File: config.mk
export PLATFORM = sky130hd
export DESIGN_NAME = uft_tx
export DESIGN_NICKNAME = d
export VERILOG_FILES = /design/src/rtl/uft_pkg.sv /design/src/rtl/uft_dpath.sv /design/src/rtl/uft_ctrl.sv /design/src/rtl/uft_tx.sv
export SDC_FILE = /design/constraint.sdc
export NUM_CORES = 1
export LEC_CHECK = 0
export BUFFER_PORTS_ARGS = -buffer_cell sky130_fd_sc_hd__buf_2
export CORE_MARGIN = 4
export CORE_UTILIZATION = 45
export CTS_BUF_LIST = sky130_fd_sc_hd__clkbuf_16
export DETAILED_ROUTE_END_ITERATION = 16
export PLACE_DENSITY = 0.73
export SYNTH_ARGS = -nofsm -noshare
export SYNTH_HDL_FRONTEND = slang
export SYNTH_SLANG_ARGS = --single-unit
File: constraint.sdc
create_clock -name clk -period 3.1 [get_ports clk]
set_clock_uncertainty 0.1 [all_clocks]
set_input_delay 0.155 -clock clk [delete_from_list [all_inputs] [get_ports clk]]
set_output_delay 0.155 -clock clk [all_outputs]
set_load 0.05 [all_outputs]
File: src/rtl/uft_pkg.sv
package uft_pkg;
  parameter int UFT_DATA_W = 8;
  parameter int UFT_TICKS  = 16;
  parameter int UFT_FRAC_W = 3;
  parameter int UFT_LEN_W  = 2;
  parameter int UFT_MIN_BITS = 5;

  localparam int CNT_W  = $clog2(UFT_TICKS);
  localparam int BITS_W = $clog2(UFT_DATA_W + 5);

  typedef enum logic [2:0] {
    ST_IDLE, ST_START, ST_DATA, ST_PAR, ST_STOP1, ST_STOPL, ST_FILL
  } txState_t;

  typedef enum logic [1:0] {
    LINE_MARK, LINE_SPACE, LINE_DATA, LINE_PAR
  } lineSel_t;

  typedef struct packed {
    logic     loadChar;
    logic     loadIdle;
    logic     shiftBit;
    lineSel_t lineSel;
  } ctrlStrobe_t;

  typedef struct packed {
    logic [BITS_W-1:0]     dataBits;
    logic                  parityEn;
    logic                  parityOdd;
    logic                  twoStop;
    logic [UFT_FRAC_W-1:0] frac;
  } txCfg_t;
endpackage

File: src/rtl/uft_dpath.sv
module uft_dpath
  import uft_pkg::*;
(
  input  logic                  clk,
  input  logic                  rst_n,
  input  ctrlStrobe_t           strobe,
  input  logic [UFT_DATA_W-1:0] txData,
  input  logic [UFT_LEN_W-1:0]  charLen,
  input  logic                  parityEn,
  input  logic                  parityOdd,
  input  logic                  twoStop,
  input  logic [UFT_FRAC_W-1:0] fracStop,
  output txCfg_t                cfg,
  output logic                  txLine
);
  logic [UFT_DATA_W-1:0] shiftReg;
  logic [UFT_DATA_W-1:0] dataMask;
  logic [BITS_W-1:0]     bitsNow;
  logic                  parBit;
  logic                  parNext;

  assign bitsNow = BITS_W'(UFT_MIN_BITS) + BITS_W'(charLen);

  // Mask selects only the bits that belong to the chosen length.
  generate
    for (genvar i = 0; i < UFT_DATA_W; i++) begin : g_mask
      assign dataMask[i] = (BITS_W'(i) < bitsNow);
    end
  endgenerate

  assign parNext = (^(txData & dataMask)) ^ parityOdd;

  always_ff @(posedge clk or negedge rst_n) begin
    if (!rst_n) begin
      shiftReg      <= '1;
      parBit        <= 1'b1;
      cfg.dataBits  <= BITS_W'(UFT_DATA_W);
      cfg.parityEn  <= 1'b0;
      cfg.parityOdd <= 1'b0;
      cfg.twoStop   <= 1'b0;
      cfg.frac      <= '1;
    end else begin
      if (strobe.loadChar || strobe.loadIdle) begin
        cfg.dataBits  <= bitsNow;
        cfg.parityEn  <= parityEn;
        cfg.parityOdd <= parityOdd;
        cfg.twoStop   <= twoStop;
        cfg.frac      <= fracStop;
      end
      if (strobe.loadChar) begin
        shiftReg <= txData;
        parBit   <= parNext;
      end else if (strobe.loadIdle) begin
        shiftReg <= '1;
        parBit   <= 1'b1;
      end else if (strobe.shiftBit) begin
        shiftReg <= {1'b1, shiftReg[UFT_DATA_W-1:1]};
      end
    end
  end

  always_comb begin
    unique case (strobe.lineSel)
      LINE_SPACE: txLine = 1'b0;
      LINE_DATA:  txLine = shiftReg[0];
      LINE_PAR:   txLine = parBit;
      default:    txLine = 1'b1;
    endcase
  end
endmodule

File: src/rtl/uft_ctrl.sv
module uft_ctrl
  import uft_pkg::*;
(
  input  logic        clk,
  input  logic        rst_n,
  input  logic        tick16,
  input  logic        txValid,
  input  logic        idleReq,
  input  txCfg_t      cfg,
  output ctrlStrobe_t strobe,
  output logic        txReady,
  output logic        busy
);
  localparam int SHORTEST = UFT_TICKS - (2**UFT_FRAC_W - 1);

  txState_t          state, stateNext;
  logic [CNT_W-1:0]  tickCnt, tickNext;
  logic [BITS_W-1:0] bitCnt, bitNext;
  logic [CNT_W:0]    lastTicks;
  logic [BITS_W-1:0] fillBits;
  logic              bitEnd, stopEnd, finalEnd, accept, startIdle;

  assign lastTicks = (CNT_W+1)'(SHORTEST) + (CNT_W+1)'(cfg.frac);
  assign fillBits  = BITS_W'(1) + cfg.dataBits + BITS_W'(cfg.parityEn)
                   + (cfg.twoStop ? BITS_W'(2) : BITS_W'(1));

  assign bitEnd   = tick16 && (tickCnt == CNT_W'(UFT_TICKS - 1));
  assign stopEnd  = tick16 && ({1'b0, tickCnt} == lastTicks - 1'b1);
  assign finalEnd = ((state == ST_STOPL) && stopEnd) ||
                    ((state == ST_FILL) && bitEnd && (bitCnt == fillBits - 1'b1));

  assign txReady   = (state == ST_IDLE) || finalEnd;
  assign accept    = txValid && txReady;
  assign startIdle = (state == ST_IDLE) && idleReq && !txValid;
  assign busy      = (state != ST_IDLE);

  always_comb begin
    stateNext = state;
    tickNext  = tickCnt;
    bitNext   = bitCnt;
    strobe    = '{loadChar: accept, loadIdle: startIdle, shiftBit: 1'b0,
                  lineSel: LINE_MARK};

    unique case (state)
      ST_START: strobe.lineSel = LINE_SPACE;
      ST_DATA:  strobe.lineSel = LINE_DATA;
      ST_PAR:   strobe.lineSel = LINE_PAR;
      default:  strobe.lineSel = LINE_MARK;
    endcase

    if (tick16 && state != ST_IDLE) tickNext = tickCnt + 1'b1;

    unique case (state)
      ST_IDLE: begin
        tickNext = '0;
        bitNext  = '0;
        if (accept)         stateNext = ST_START;
        else if (startIdle) stateNext = ST_FILL;
      end
      ST_START: if (bitEnd) begin
        tickNext  = '0;
        bitNext   = '0;
        stateNext = ST_DATA;
      end
      ST_DATA: if (bitEnd) begin
        tickNext        = '0;
        strobe.shiftBit = 1'b1;
        if (bitCnt == cfg.dataBits - 1'b1) begin
          bitNext = '0;
          if (cfg.parityEn)     stateNext = ST_PAR;
          else if (cfg.twoStop) stateNext = ST_STOP1;
          else                  stateNext = ST_STOPL;
        end else begin
          bitNext = bitCnt + 1'b1;
        end
      end
      ST_PAR: if (bitEnd) begin
        tickNext  = '0;
        stateNext = cfg.twoStop ? ST_STOP1 : ST_STOPL;
      end
      ST_STOP1: if (bitEnd) begin
        tickNext  = '0;
        stateNext = ST_STOPL;
      end
      ST_STOPL: if (stopEnd) begin
        tickNext  = '0;
        stateNext = accept ? ST_START : ST_IDLE;
      end
      ST_FILL: if (bitEnd) begin
        tickNext = '0;
        if (finalEnd) begin
          bitNext   = '0;
          stateNext = accept ? ST_START : ST_IDLE;
        end else begin
          bitNext = bitCnt + 1'b1;
        end
      end
      default: stateNext = ST_IDLE;
    endcase
  end

  always_ff @(posedge clk or negedge rst_n) begin
    if (!rst_n) begin
      state   <= ST_IDLE;
      tickCnt <= '0;
      bitCnt  <= '0;
    end else begin
      state   <= stateNext;
      tickCnt <= tickNext;
      bitCnt  <= bitNext;
    end
  end
endmodule

File: src/rtl/uft_tx.sv
module uft_tx
  import uft_pkg::*;
(
  input  logic                  clk,
  input  logic                  rst_n,
  input  logic                  tick16,
  input  logic [UFT_DATA_W-1:0] txData,
  input  logic                  txValid,
  output logic                  txReady,
  input  logic [UFT_LEN_W-1:0]  charLen,
  input  logic                  parityEn,
  input  logic                  parityOdd,
  input  logic                  twoStop,
  input  logic [UFT_FRAC_W-1:0] fracStop,
  input  logic                  idleReq,
  output logic                  txLine,
  output logic                  busy
);
  ctrlStrobe_t strobe;
  txCfg_t      cfg;

  uft_ctrl u_ctrl (
    .clk(clk), .rst_n(rst_n), .tick16(tick16), .txValid(txValid),
    .idleReq(idleReq), .cfg(cfg), .strobe(strobe), .txReady(txReady),
    .busy(busy)
  );

  uft_dpath u_dpath (
    .clk(clk), .rst_n(rst_n), .strobe(strobe), .txData(txData),
    .charLen(charLen), .parityEn(parityEn), .parityOdd(parityOdd),
    .twoStop(twoStop), .fracStop(fracStop), .cfg(cfg), .txLine(txLine)
  );
endmodule

==> summary.md, run 1 <==
| Metric | Value |
|---|---|
| Status | complete, no violations |
| RSZ-0062 raised after global routing | no |
| CORE AREA | 0.00432 sq mm |
| Fmax | 338 MHz |
| Worst R2R Start | u_dpath.cfg[5] |
| PwrDens | 1050 mW/mm^2 |
| TNS Setup | 0 ns |
| Drt drc | 0 |
| Avg Vias per Cell | 5.45 |
| Die W | 74.8 um |
| Clock buffer depth | 2 |
| FF-to-FF path depth | 10 |
| Initial antenna violation count | 0 |
| Final layout net count | 267 |
| RR Endpoint | u_dpath.cfg[5] |
| CP max FO | 2 |
| Die H | 74.8 um |
| Post-synthesis sequential area ratio | 0.369 |
| Io pins | 24 |
| Synth warnings | 0 |
| Clock transition at the registers of the reported paths | 0.05 ns |
| Overall power | 2540 uW |
| First-pass DRT Iterations | 4 |
| Fillers | 403 |
| Largest net degree at the start of global routing | 30 |
| CTS tree | built |
| Initial DRC count | 112 |
| Period utilization | 0.956 |
| Setup WS post-layout | 0.137 ns |
| Post-Syn Area per Cell | 9.99 sq um |
| First-pass GRT wire length | 6.83 mm |
| Worst hold endpoint | u_dpath.cfg[6] |
| Syn_nets | 232 |
| Worst-Skew Late Latency | 0.27 ns |
| Input/output buffers | 23 |
| Final setup viols | 0 |
| P&R area growth vs syn | 20.6% |
| Number of H-tree levels | 2 |
| Antenna fix cells | 0 |
| #FFs+latches synth | 29 |
| Synth unique cells | 45 |
| WP data arrival | 2.71 ns |
| Vias in the first global route | 1480 |
| DP Wirelength | 2.99 mm |
| Starting Density | 0.464 |
| Crit path required time | 2.84 ns |
| Drt wl/cell | 14.0 um |
| Final hold vios | 0 |
| Cells on Worst Hold Path | 2 |
| Worst setup SP type | flip-flop |
| Placed cells | 277 |
| Total CTS buffers | 5 |
| Routability-driven placement congestion ratio | 0.771 |
| All-Layer GR Usage | 0.162 |
| ANT nets after route | 0 |
| Remaining Overflow, GRT | 0 |
| Share of cells above drive strength 1 | 0.308 |
| Finished Layout Cells | 289 |
| Setup Crit Path Kind | flip-flop to output port |
| Flop2flop setup slack | 0.14 ns |
| Fin Hold WS | 0.0107 ns |
| WL final | 4.05 mm |
| TritonCTS Sinks | 29 |
| Netlist Area Pre-Place | 0.00201 sq mm |
| Hold Crit Class | primary input to flip-flop |
| Setup crit end kind | output port |
| # Max-Cap Violations | 0 |
| Rel. slew slack | 0.488 |
| Clk root buf | clkbuf_16 |
| Vias | 1574 |
| Minimum clock period | 2.96 ns |
| HP Start | charLen[0] |
| Tightest Pin Transition | 0.764 ns |
| Highest ir drop seen on vdd | 0.000555 V |
| Syn Inst Count | 201 |
| Lkg Pwr | 0.00107 uW |
| Pre-CTS worst setup slack | 0.0614 ns |
| Pins Over Slew Limit | 0 |
| Die area | 0.00560 sq mm |
| # rows | 24 |
placed cells by master, fill, tap and decap left out, drive strengths merged, types with 8 or more instances in the layout:
master	n
buf	33
a31oi	8
xor2	14
mux2i	10
dfstp	13
o21ai	16
nor2	15
nand2	19
dfrtp	16
ha	8
inv	13
a21oi	9
xnor2	8
logic make-up (layout without fill, tap and decap cells):
kind of cell | after synthesis | count (layout) | share of synthesized area
flops | 29 | 29 | 0.369
simple gates | 55 | 55 | 0.154
mux | 17 | 17 | 0.102
buf+inv | 18 | 54 | 0.0374
xor+xnor | 22 | 22 | 0.0960
fa+ha+maj | 10 | 10 | 0.0698
compound gates | 50 | 50 | 0.171
per-stage QoR:
stage	cell area, sq um	util
floorplan	2010	-
CTS	2410	0.558
detailed placement	2210	0.511
global placement	2210	0.511
finish	2420	0.560
global route	2420	0.560
worst max-delay path by stage:
stage / slack, ns / endpoint / cells after the start / startpoint
finish: 0.14 / txReady / 9 / u_dpath.cfg[5]
global route: 0.04 / txReady / 9 / u_dpath.cfg[5]
detailed placement: 0.06 / u_dpath.cfg[5] / 10 / u_dpath.cfg[3]
floorplan: 0.01 / u_dpath.cfg[5] / 10 / u_dpath.cfg[3]
global placement: 0.15 / u_dpath.cfg[3] / 10 / u_dpath.cfg[3]
CTS: 0.01 / txReady / 10 / u_dpath.cfg[3]
layout make-up:
type | count | area, sq um | area share
clock buffer | 5 | 125 | 0.0517
sequential | 29 | 742 | 0.306
clock inverter | 3 | 37.5 | 0.0155
multi-input combinational | 154 | 1200 | 0.494
timing repair buffer | 34 | 210 | 0.0868
inverter | 12 | 45.0 | 0.0186
tap | 52 | 65.1 | 0.0269
cell usage after synthesis, drive strengths merged:
cell | count | share of area
a211o | 1 | 0.0044
a211oi | 4 | 0.021
a21o | 3 | 0.011
a21oi | 9 | 0.022
a22o | 1 | 0.0044
a31oi | 8 | 0.025
a32o | 1 | 0.0050
buf | 1 | 0.0056
clkbuf | 5 | 0.0093
dfrtp | 16 | 0.20
dfstp | 13 | 0.17
fa | 2 | 0.020
ha | 8 | 0.050
inv | 12 | 0.022
mux2 | 7 | 0.052
mux2i | 10 | 0.050
nand2 | 19 | 0.045
nand3 | 6 | 0.015
nand3b | 1 | 0.0037
nand4 | 1 | 0.011
nor2 | 15 | 0.028
nor2b | 3 | 0.0093
nor3 | 5 | 0.023
nor4 | 1 | 0.0031
o2111a | 1 | 0.0056
o211ai | 1 | 0.0037
o21ai | 16 | 0.042
o22ai | 1 | 0.0031
o311ai | 1 | 0.0044
o31ai | 2 | 0.014
o32a | 1 | 0.0050
or3 | 2 | 0.0069
or4 | 2 | 0.0093
xnor2 | 8 | 0.035
xor2 | 14 | 0.061
power breakdown:
group	total, uW	internal [uW]	switching [uW]
sequential	740	593	147
clock	535	372	163
combinational	1270	571	695
total	2540	1540	1000
metal layers:
metal / GRT usage / vias to the layer above / share of wire
li1: - / 790 / -
met1: 0.215 / 740 / 0.46
met2: 0.251 / 37 / 0.48
met3: 0.0320 / 7 / 0.039
met4: 0.0850 / 0 / 0.022
met5: 0 / - / 0
what timing repair did:
action | in CTS | in global routing
gates resized for setup | 5 | 2
pin swaps | 2 | 5
cloned | 0 | 0
hold buffers | 1 | 0
setup endpoints to repair | 1 | 14
hold endpoints to repair | 16 | 0
setup buffers | 2 | 1
flip-flops by register name (all words and copies together), names as in the netlist:
| name | flops |
|---|---|
| u_ctrl.bitCnt | 4 |
| u_dpath.shiftReg | 8 |
| u_dpath.parBit | 1 |
| u_ctrl.tickCnt | 4 |
| u_dpath.cfg | 9 |
| u_ctrl.state | 3 |
critical path, stage by stage, from the launching register on:
cell      delay, ns
dfrtp_1        0.39
fa_2           0.40
inv_2          0.06
fa_1           0.41
xnor2_1        0.14
or4_4          0.43
a211oi_4       0.19
buf_4          0.15
or3_4          0.12
buf_8          0.14
(Power assumes the default switching activity.)
==> inputs of run 2 (changes only) <==
--- a/config.mk
+++ b/config.mk
@@ -6,6 +6,7 @@
 export NUM_CORES = 1
 export LEC_CHECK = 0
 export BUFFER_PORTS_ARGS = -buffer_cell sky130_fd_sc_hd__buf_2
+export CORE_ASPECT_RATIO = 1.1
 export CORE_MARGIN = 4
 export CORE_UTILIZATION = 45
 export CTS_BUF_LIST = sky130_fd_sc_hd__clkbuf_16
==> summary.md, run 2 (same netlist as run 1, synthesis figures left out) <==
| Metric | Value |
|---|---|
| Max reg flops | 9 (unchanged) |
| Period utilization | 0.969 (+0.0136) |
| Die area | 0.00560 sq mm (about the same) |
| RSZ-0062 raised after global routing | yes |
| All-Layer GR Usage | 0.162 (about the same) |
| Input/output buffers | 23 (unchanged) |
| CP max FO | 2 (unchanged) |
| Final Util | 0.562 (+0.00213) |
| WL final | 4.04 mm (-0.30%) |
| Clock transition at the registers of the reported paths | 0.05 ns (about the same) |
| Crit-path cells | fa_2 > inv_2 > fa_1 > xnor2_1 > or4_4 > a211oi_4 > buf_4 > or3_4 > buf_8 |
| Share of cells above drive strength 1 | 0.321 (+0.0128) |
| Buf/Inv on CP | 3 (unchanged) |
| Status | complete, no violations |
| Largest net degree at the start of global routing | 30 (unchanged) |
| Worst setup startpoint | u_dpath.cfg[5] |
| Remaining Overflow, GRT | 0 (unchanged) |
| HP Start | charLen[0] |
| CTS tree | built |
| Lkg Pwr | 0.00108 uW (+0.26%) |
| Flop2flop setup slack | 0.12 ns (-0.02 ns) |
| Die W | 71.7 um (-4.2%) |
| Drt drc | 0 (unchanged) |
| Finished Layout Cells | 294 (+1.7%) |
| Antenna fix cells | 0 (unchanged) |
| Reg area | 742 sq um (unchanged) |
| Routability-driven placement congestion ratio | 0.793 (+2.9%) |
| Largest regs | u_dpath.cfg x9, u_dpath.shiftReg x8 |
| Initial antenna violation count | 0 (unchanged) |
| Pins Over Slew Limit | 0 (unchanged) |
| P&R area growth vs syn | 20.9% |
| DP Wirelength | 3.03 mm (+1.1%) |
| Final setup viols | 0 (unchanged) |
| TritonCTS Sinks | 29 (unchanged) |
| Final layout net count | 270 (+1.1%) |
| WP data arrival | 2.75 ns (+0.04 ns) |
| CP delay by family, top | adder cells |
| Clk root buf | clkbuf_16 |
| Setup Crit Path Kind | flip-flop to output port |
| Most common cell after layout, fill and taps aside | buf_2 |
| # rows | 25 (+4.2%) |
| Commonest non-fill, non-tap cells in the layout | buf_2, nand2_1, dfrtp_1, nor2_1, xor2_1 |
| Setup crit end kind | output port |
| Worst setup SP type | flip-flop |
| Worst-Skew Late Latency | 0.28 ns (about the same) |
| Vias in the first global route | 1626 (+9.9%) |
| Rel. slew slack | 0.502 (+0.0138) |
| Tightest Pin Transition | 0.743 ns (-0.0205 ns) |
| First-pass GRT wire length | 7.29 mm (+6.8%) |
| Clock buffer depth | 2 (unchanged) |
| Avg Vias per Cell | 5.33 (-2.2%) |
| # Max-Cap Violations | 0 (unchanged) |
| Footprint of the multi-input gates | 0.00120 sq mm (unchanged) |
| Number of H-tree levels | 2 (unchanged) |
| Drt wl/cell | 13.7 um (-2.0%) |
| First-pass DRT Iterations | 4 (unchanged) |
| PwrDens | 1030 mW/mm^2 (-1.8%) |
| Initial DRC count | 48 (-57%) |
| Placed cells | 280 (+1.1%) |
| Crit-path max cell delay | 0.49 ns (+0.06 ns) |
| Minimum clock period | 3.01 ns (+0.0422 ns) |
| Crit-path slowest cell | or4_4 |
| Setup WS post-layout | 0.0949 ns (-0.0422 ns) |
| Io pins | 24 (unchanged) |
| TNS Setup | 0 ns (unchanged) |
| Hold Crit Class | primary input to flip-flop |
| Die H | 78.1 um (+4.4%) |
| Worst R2R Start | u_dpath.cfg[5] |
| CORE AREA | 0.00432 sq mm (-0.17%) |
| Vias | 1566 (-0.51%) |
| Largest Register | u_dpath.cfg |
| Crit path required time | 2.84 ns (about the same) |
| ANT nets after route | 0 (unchanged) |
| Fin Hold WS | 0.000324 ns (-0.0103 ns) |
| Fillers | 376 (-6.7%) |
| Total CTS buffers | 5 (unchanged) |
| Fmax | 333 MHz (-1.4%) |
| Starting Density | 0.465 (+0.000808) |
| Final hold vios | 0 (unchanged) |
| Highest ir drop seen on vdd | 0.000559 V (+0.60%) |
| Pre-CTS worst setup slack | 0.0936 ns (+0.0321 ns) |
## run 2: cell types whose count changed in the layout (fill, tap and decap cells not counted)
cell,delta
buf_4,+3
clkinv_2,+2
bufinv_16,-1
clkinv_1,-1
clkinvlp_4,+1
inv_2,-1
## run 2: final cells by class
type,instances,area share
Multi-Input combinational cell,154,0.493
Sequential cell,29,0.306
Timing Repair Buffer,37,0.0959
Clock buffer,5,0.0515
Tap cell,54,0.0278
Inverter,12,0.0186
Clock inverter,3,0.00722
## run 2: final timing paths
path | end | depth (start not counted)
worst max-delay path | txReady | 9
worst min-delay path | u_dpath.cfg[6] | 2
worst max register to register | u_dpath.cfg[3] | 10
worst min register to register | u_ctrl.bitCnt[2] | 1
max in group asynchronous | u_dpath.cfg[5] | 2
min in group asynchronous | u_ctrl.bitCnt[3] | 2
## run 2: per-layer routing
metal  GRT usage  up-vias  routed length, um
li1            -      799                  -
met2       0.265       33               1920
met3      0.0397        5                194
met1       0.210      729               1860
met4      0.0526        0                 63
met5           0        -                  0
## run 2: per-stage QoR
step / total power [uW] / area (sq um)
after floorplan: 1700 / 2010
after global routing: 2700 / 2430
final: 2500 / 2430
after CTS: 2500 / 2410
after global placement: 1940 / 2220
after detailed placement: 1980 / 2220
## run 2: what timing repair did
item / CTS / global route
cloned: 0 / 0
resized for setup: 5 / 1
hold buffers: 1 / 0
endpoints found under the setup margin: 1 / 14
endpoints found under the hold margin: 16 / 0
pin swaps: 2 / 2
buffers inserted: 3 / 2
## run 2: power by group
group | switching [uW] | total [uW] | leakage, uW | internal, uW
clock | 175 | 468 | 0.0000696 | 293
combinational | 720 | 1310 | 0.000668 | 594
sequential | 125 | 718 | 0.000340 | 593
## run 2: worst reg2reg max path, delay by kind of cell, from the launching register on
kind,cells,cell delay (ns)
AO/OA/AOI/OAI,2,0.25
adder cells (fa/ha/maj),2,0.79
buffers and inverters,2,0.22
AND/OR/NAND/NOR,2,0.64
multiplexers,1,0.31
XOR/XNOR,1,0.14
flip-flops,1,0.40
==> inputs of run 3 (changes only) <==
--- a/config.mk
+++ b/config.mk
@@ -5,13 +5,14 @@
 export SDC_FILE = /design/constraint.sdc
 export NUM_CORES = 1
 export LEC_CHECK = 0
-export BUFFER_PORTS_ARGS = -buffer_cell sky130_fd_sc_hd__buf_2
 export CORE_ASPECT_RATIO = 1.1
 export CORE_MARGIN = 4
 export CORE_UTILIZATION = 45
 export CTS_BUF_LIST = sky130_fd_sc_hd__clkbuf_16
 export DETAILED_ROUTE_END_ITERATION = 16
-export PLACE_DENSITY = 0.73
+export DONT_BUFFER_PORTS = 1
+export PLACE_DENSITY = 0.68
 export SYNTH_ARGS = -nofsm -noshare
 export SYNTH_HDL_FRONTEND = slang
+export SYNTH_HIERARCHICAL = 1
 export SYNTH_SLANG_ARGS = --single-unit
==> summary.md, run 3 <==
| Metric | Value |
|---|---|
| Status | complete, no violations |
| Die area | 0.00552 sq mm (-1.4%) |
| Synth warnings | 6 (+6) |
| Rel. slew slack | 0.459 (-0.0433) |
| Worst-Skew Late Latency | 0.27 ns (about the same) |
| Initial DRC count | 85 (+77%) |
| Avg Vias per Cell | 5.45 (+2.4%) |
| Final Util | 0.567 (+0.00440) |
| Sequential power share | 0.351 (+0.064) |
| Worst setup SP type | flip-flop |
| HP Start | tick16 |
| Initial antenna violation count | 0 (unchanged) |
| # Max-Cap Violations | 0 (unchanged) |
| P&R area growth vs syn | 22.8% |
| Final layout net count | 257 (-4.8%) |
| DP Wirelength | 2.97 mm (-2.0%) |
| Die H | 77.5 um (-0.70%) |
| Worst R2R Start | u_dpath/cfg[3] |
| Largest net degree at the start of global routing | 30 (unchanged) |
| Syn Inst Count | 203 (+1.0%) |
| Final hold vios | 0 (unchanged) |
| CP delay by family, top | adder cells |
| Vias | 1538 (-1.8%) |
| Total CTS buffers | 5 (unchanged) |
| ANT nets after route | 0 (unchanged) |
| Drt wl/cell | 14.4 um (+4.8%) |
| FF-to-FF path depth | 12 (+2) |
| Post-CTS Hold Buffers | 17 (+16) |
| Setup crit end kind | flip-flop |
| CORE AREA | 0.00429 sq mm (-0.72%) |
| Largest Register | u_dpath/cfg |
| Input/output buffers | 0 (-100%) |
| Buf/Inv on CP | 2 (-1) |
| Netlist Area Pre-Place | 0.00198 sq mm (-1.6%) |
| All-Layer GR Usage | 0.159 (-0.00297) |
| Tightest Pin Transition | 0.809 ns (+0.0660 ns) |
| Share of cells above drive strength 1 | 0.232 (-0.0884) |
| Final setup viols | 0 (unchanged) |
| Largest regs | u_dpath/cfg x9, u_dpath/shiftReg x8 |
| Fin Hold WS | 0.0179 ns (+0.0176 ns) |
| Highest ir drop seen on vdd | 0.000470 V (-16%) |
| Setup bufs post-CTS | 0 (-3) |
| Clock buffer depth | 2 (unchanged) |
| First-pass DRT Iterations | 4 (unchanged) |
| Overall power | 2000 uW (-20%) |
| Syn_nets | 233 (+0.43%) |
| Pint | 1290 uW (-13%) |
| First-pass GRT wire length | 6.89 mm (-5.6%) |
| Crit path required time | 3.15 ns (+0.31 ns) |
| Switching Fraction | 0.353 (-0.0552) |
| Antenna fix cells | 0 (unchanged) |
| Flop2flop setup slack | 0.19 ns (+0.07 ns) |
| RSZ-0062 raised after global routing | no |
| Clk root buf | clkbuf_16 |
| Hold Crit Class | primary input to flip-flop |
| Cells on Worst Hold Path | 3 (+1) |
| Most common cell after layout, fill and taps aside | a21oi_1 |
| Commonest non-fill, non-tap cells in the layout | a21oi_1, dlygate4sd3_1, dfrtp_1, nand2_1 |
| Pins Over Slew Limit | 0 (unchanged) |
| Lkg Pwr | 0.00101 uW (-5.9%) |
| PwrDens | 822 mW/mm^2 (-20%) |
| Drt drc | 0 (unchanged) |
| RR Endpoint | u_dpath/cfg[7] |
| WP data arrival | 2.96 ns (+0.21 ns) |
| Number of H-tree levels | 2 (unchanged) |
| Minimum clock period | 2.91 ns (-0.0966 ns) |
| Crit-path cells | inv_2 > fa_2 > inv_2 > fa_1 > xnor2_1 > nor3_2 > o211ai_2 > o21ba_4 > o21ai_4 > and2_1 > nor2_4 > mux2_2 |
| PostCTS Resize Cnt | 0 (-5) |
| Worst hold endpoint | u_ctrl/tickCnt[2] |
| Setup Crit Path Kind | flip-flop to flip-flop |
| CTS tree | built |
| Period utilization | 0.938 (-0.0312) |
| Clock transition at the registers of the reported paths | 0.05 ns (about the same) |
| Io pins | 24 (unchanged) |
| Most used cell, CP | inv_2 |
| WL final | 4.06 mm (+0.52%) |
| Vias in the first global route | 1455 (-11%) |
| Crit-path slowest cell | fa_1 |
| Clock power frac | 0.266 (+0.079) |
| Switch Pwr | 704 uW (-31%) |
| Routability-driven placement congestion ratio | 0.835 (+5.3%) |
| Starting Density | 0.461 (-0.00390) |
| # rows | 25 (unchanged) |
| Crit-path max cell delay | 0.41 ns (-0.08 ns) |
| Fmax | 344 MHz (+3.3%) |
| Combinational group share of total power | 0.383 (-0.142) |
| Die W | 71.2 um (-0.70%) |
| CP max FO | 12 (+10) |
| TritonCTS Sinks | 29 (unchanged) |
| Remaining Overflow, GRT | 0 (unchanged) |
| Max reg flops | 9 (unchanged) |
| Post-Syn Area per Cell | 9.74 sq um (-2.5%) |
-- run 3: layout make-up --
| cell class | count | area, sq um |
|---|---|---|
| clock inverters | 3 | 37.5 |
| clock buffers | 5 | 125 |
| repair buffers | 25 | 240 |
| multi-input cells | 157 | 1180 |
| well taps | 54 | 67.6 |
| inverters | 9 | 33.8 |
| flip-flops and latches | 29 | 742 |
| fillers | 385 | 1860 |
-- run 3: worst max-delay path by stage --
| stage | cells past startpoint | from | to |
|---|---|---|---|
| after floorplan | 15 | u_dpath/cfg[3] | u_dpath/cfg[8] |
| after global placement | 12 | u_dpath/cfg[3] | u_dpath/cfg[3] |
| after detailed placement | 12 | u_dpath/cfg[3] | u_dpath/cfg[5] |
| after CTS | 12 | u_dpath/cfg[3] | u_dpath/cfg[7] |
| after global routing | 12 | u_dpath/cfg[3] | u_dpath/cfg[5] |
| final | 12 | u_dpath/cfg[3] | u_dpath/cfg[7] |
-- run 3: worst reg2reg max path: stages (launching register included) --
cell      delay [ns]
dfrtp_1         0.37
inv_2           0.07
fa_2            0.39
inv_2           0.06
fa_1            0.41
xnor2_1         0.19
nor3_2          0.06
o211ai_2        0.08
o21ba_4         0.16
o21ai_4         0.06
and2_1          0.18
nor2_4          0.29
mux2_2          0.38
-- run 3: stage by stage --
stage / cell area, sq um / std cells / setup TNS [ns] / setup slack (ns)
6_report: 2430 / 282 / 0 / 0.192
5_1_grt: 2430 / 282 / 0 / 0.0585
4_1_cts: 2430 / 282 / 0 / 0.179
3_5_place_dp: 2090 / 257 / 0 / 0.198
3_3_place_gp: 2090 / 257 / 0 / 0.238
2_1_floorplan: 2010 / 203 / -0.00212 / -0.00212
-- run 3: power by group through the flow --
stage	clock network (uW)	logic, uW	registers [uW]
3_3_place_gp	0	721	701
4_1_cts	543	767	701
5_1_grt	564	853	724
6_report	531	765	700
2_1_floorplan	0	622	671
3_5_place_dp	0	735	704
-- run 3: layer usage --
layer / routed length, um / track usage / vias to the layer above
met5: 0 / 0 / -
met4: 70 / 0.0620 / 0
met3: 199 / 0.0479 / 5
met2: 1990 / 0.256 / 27
met1: 1800 / 0.198 / 748
li1: - / - / 758
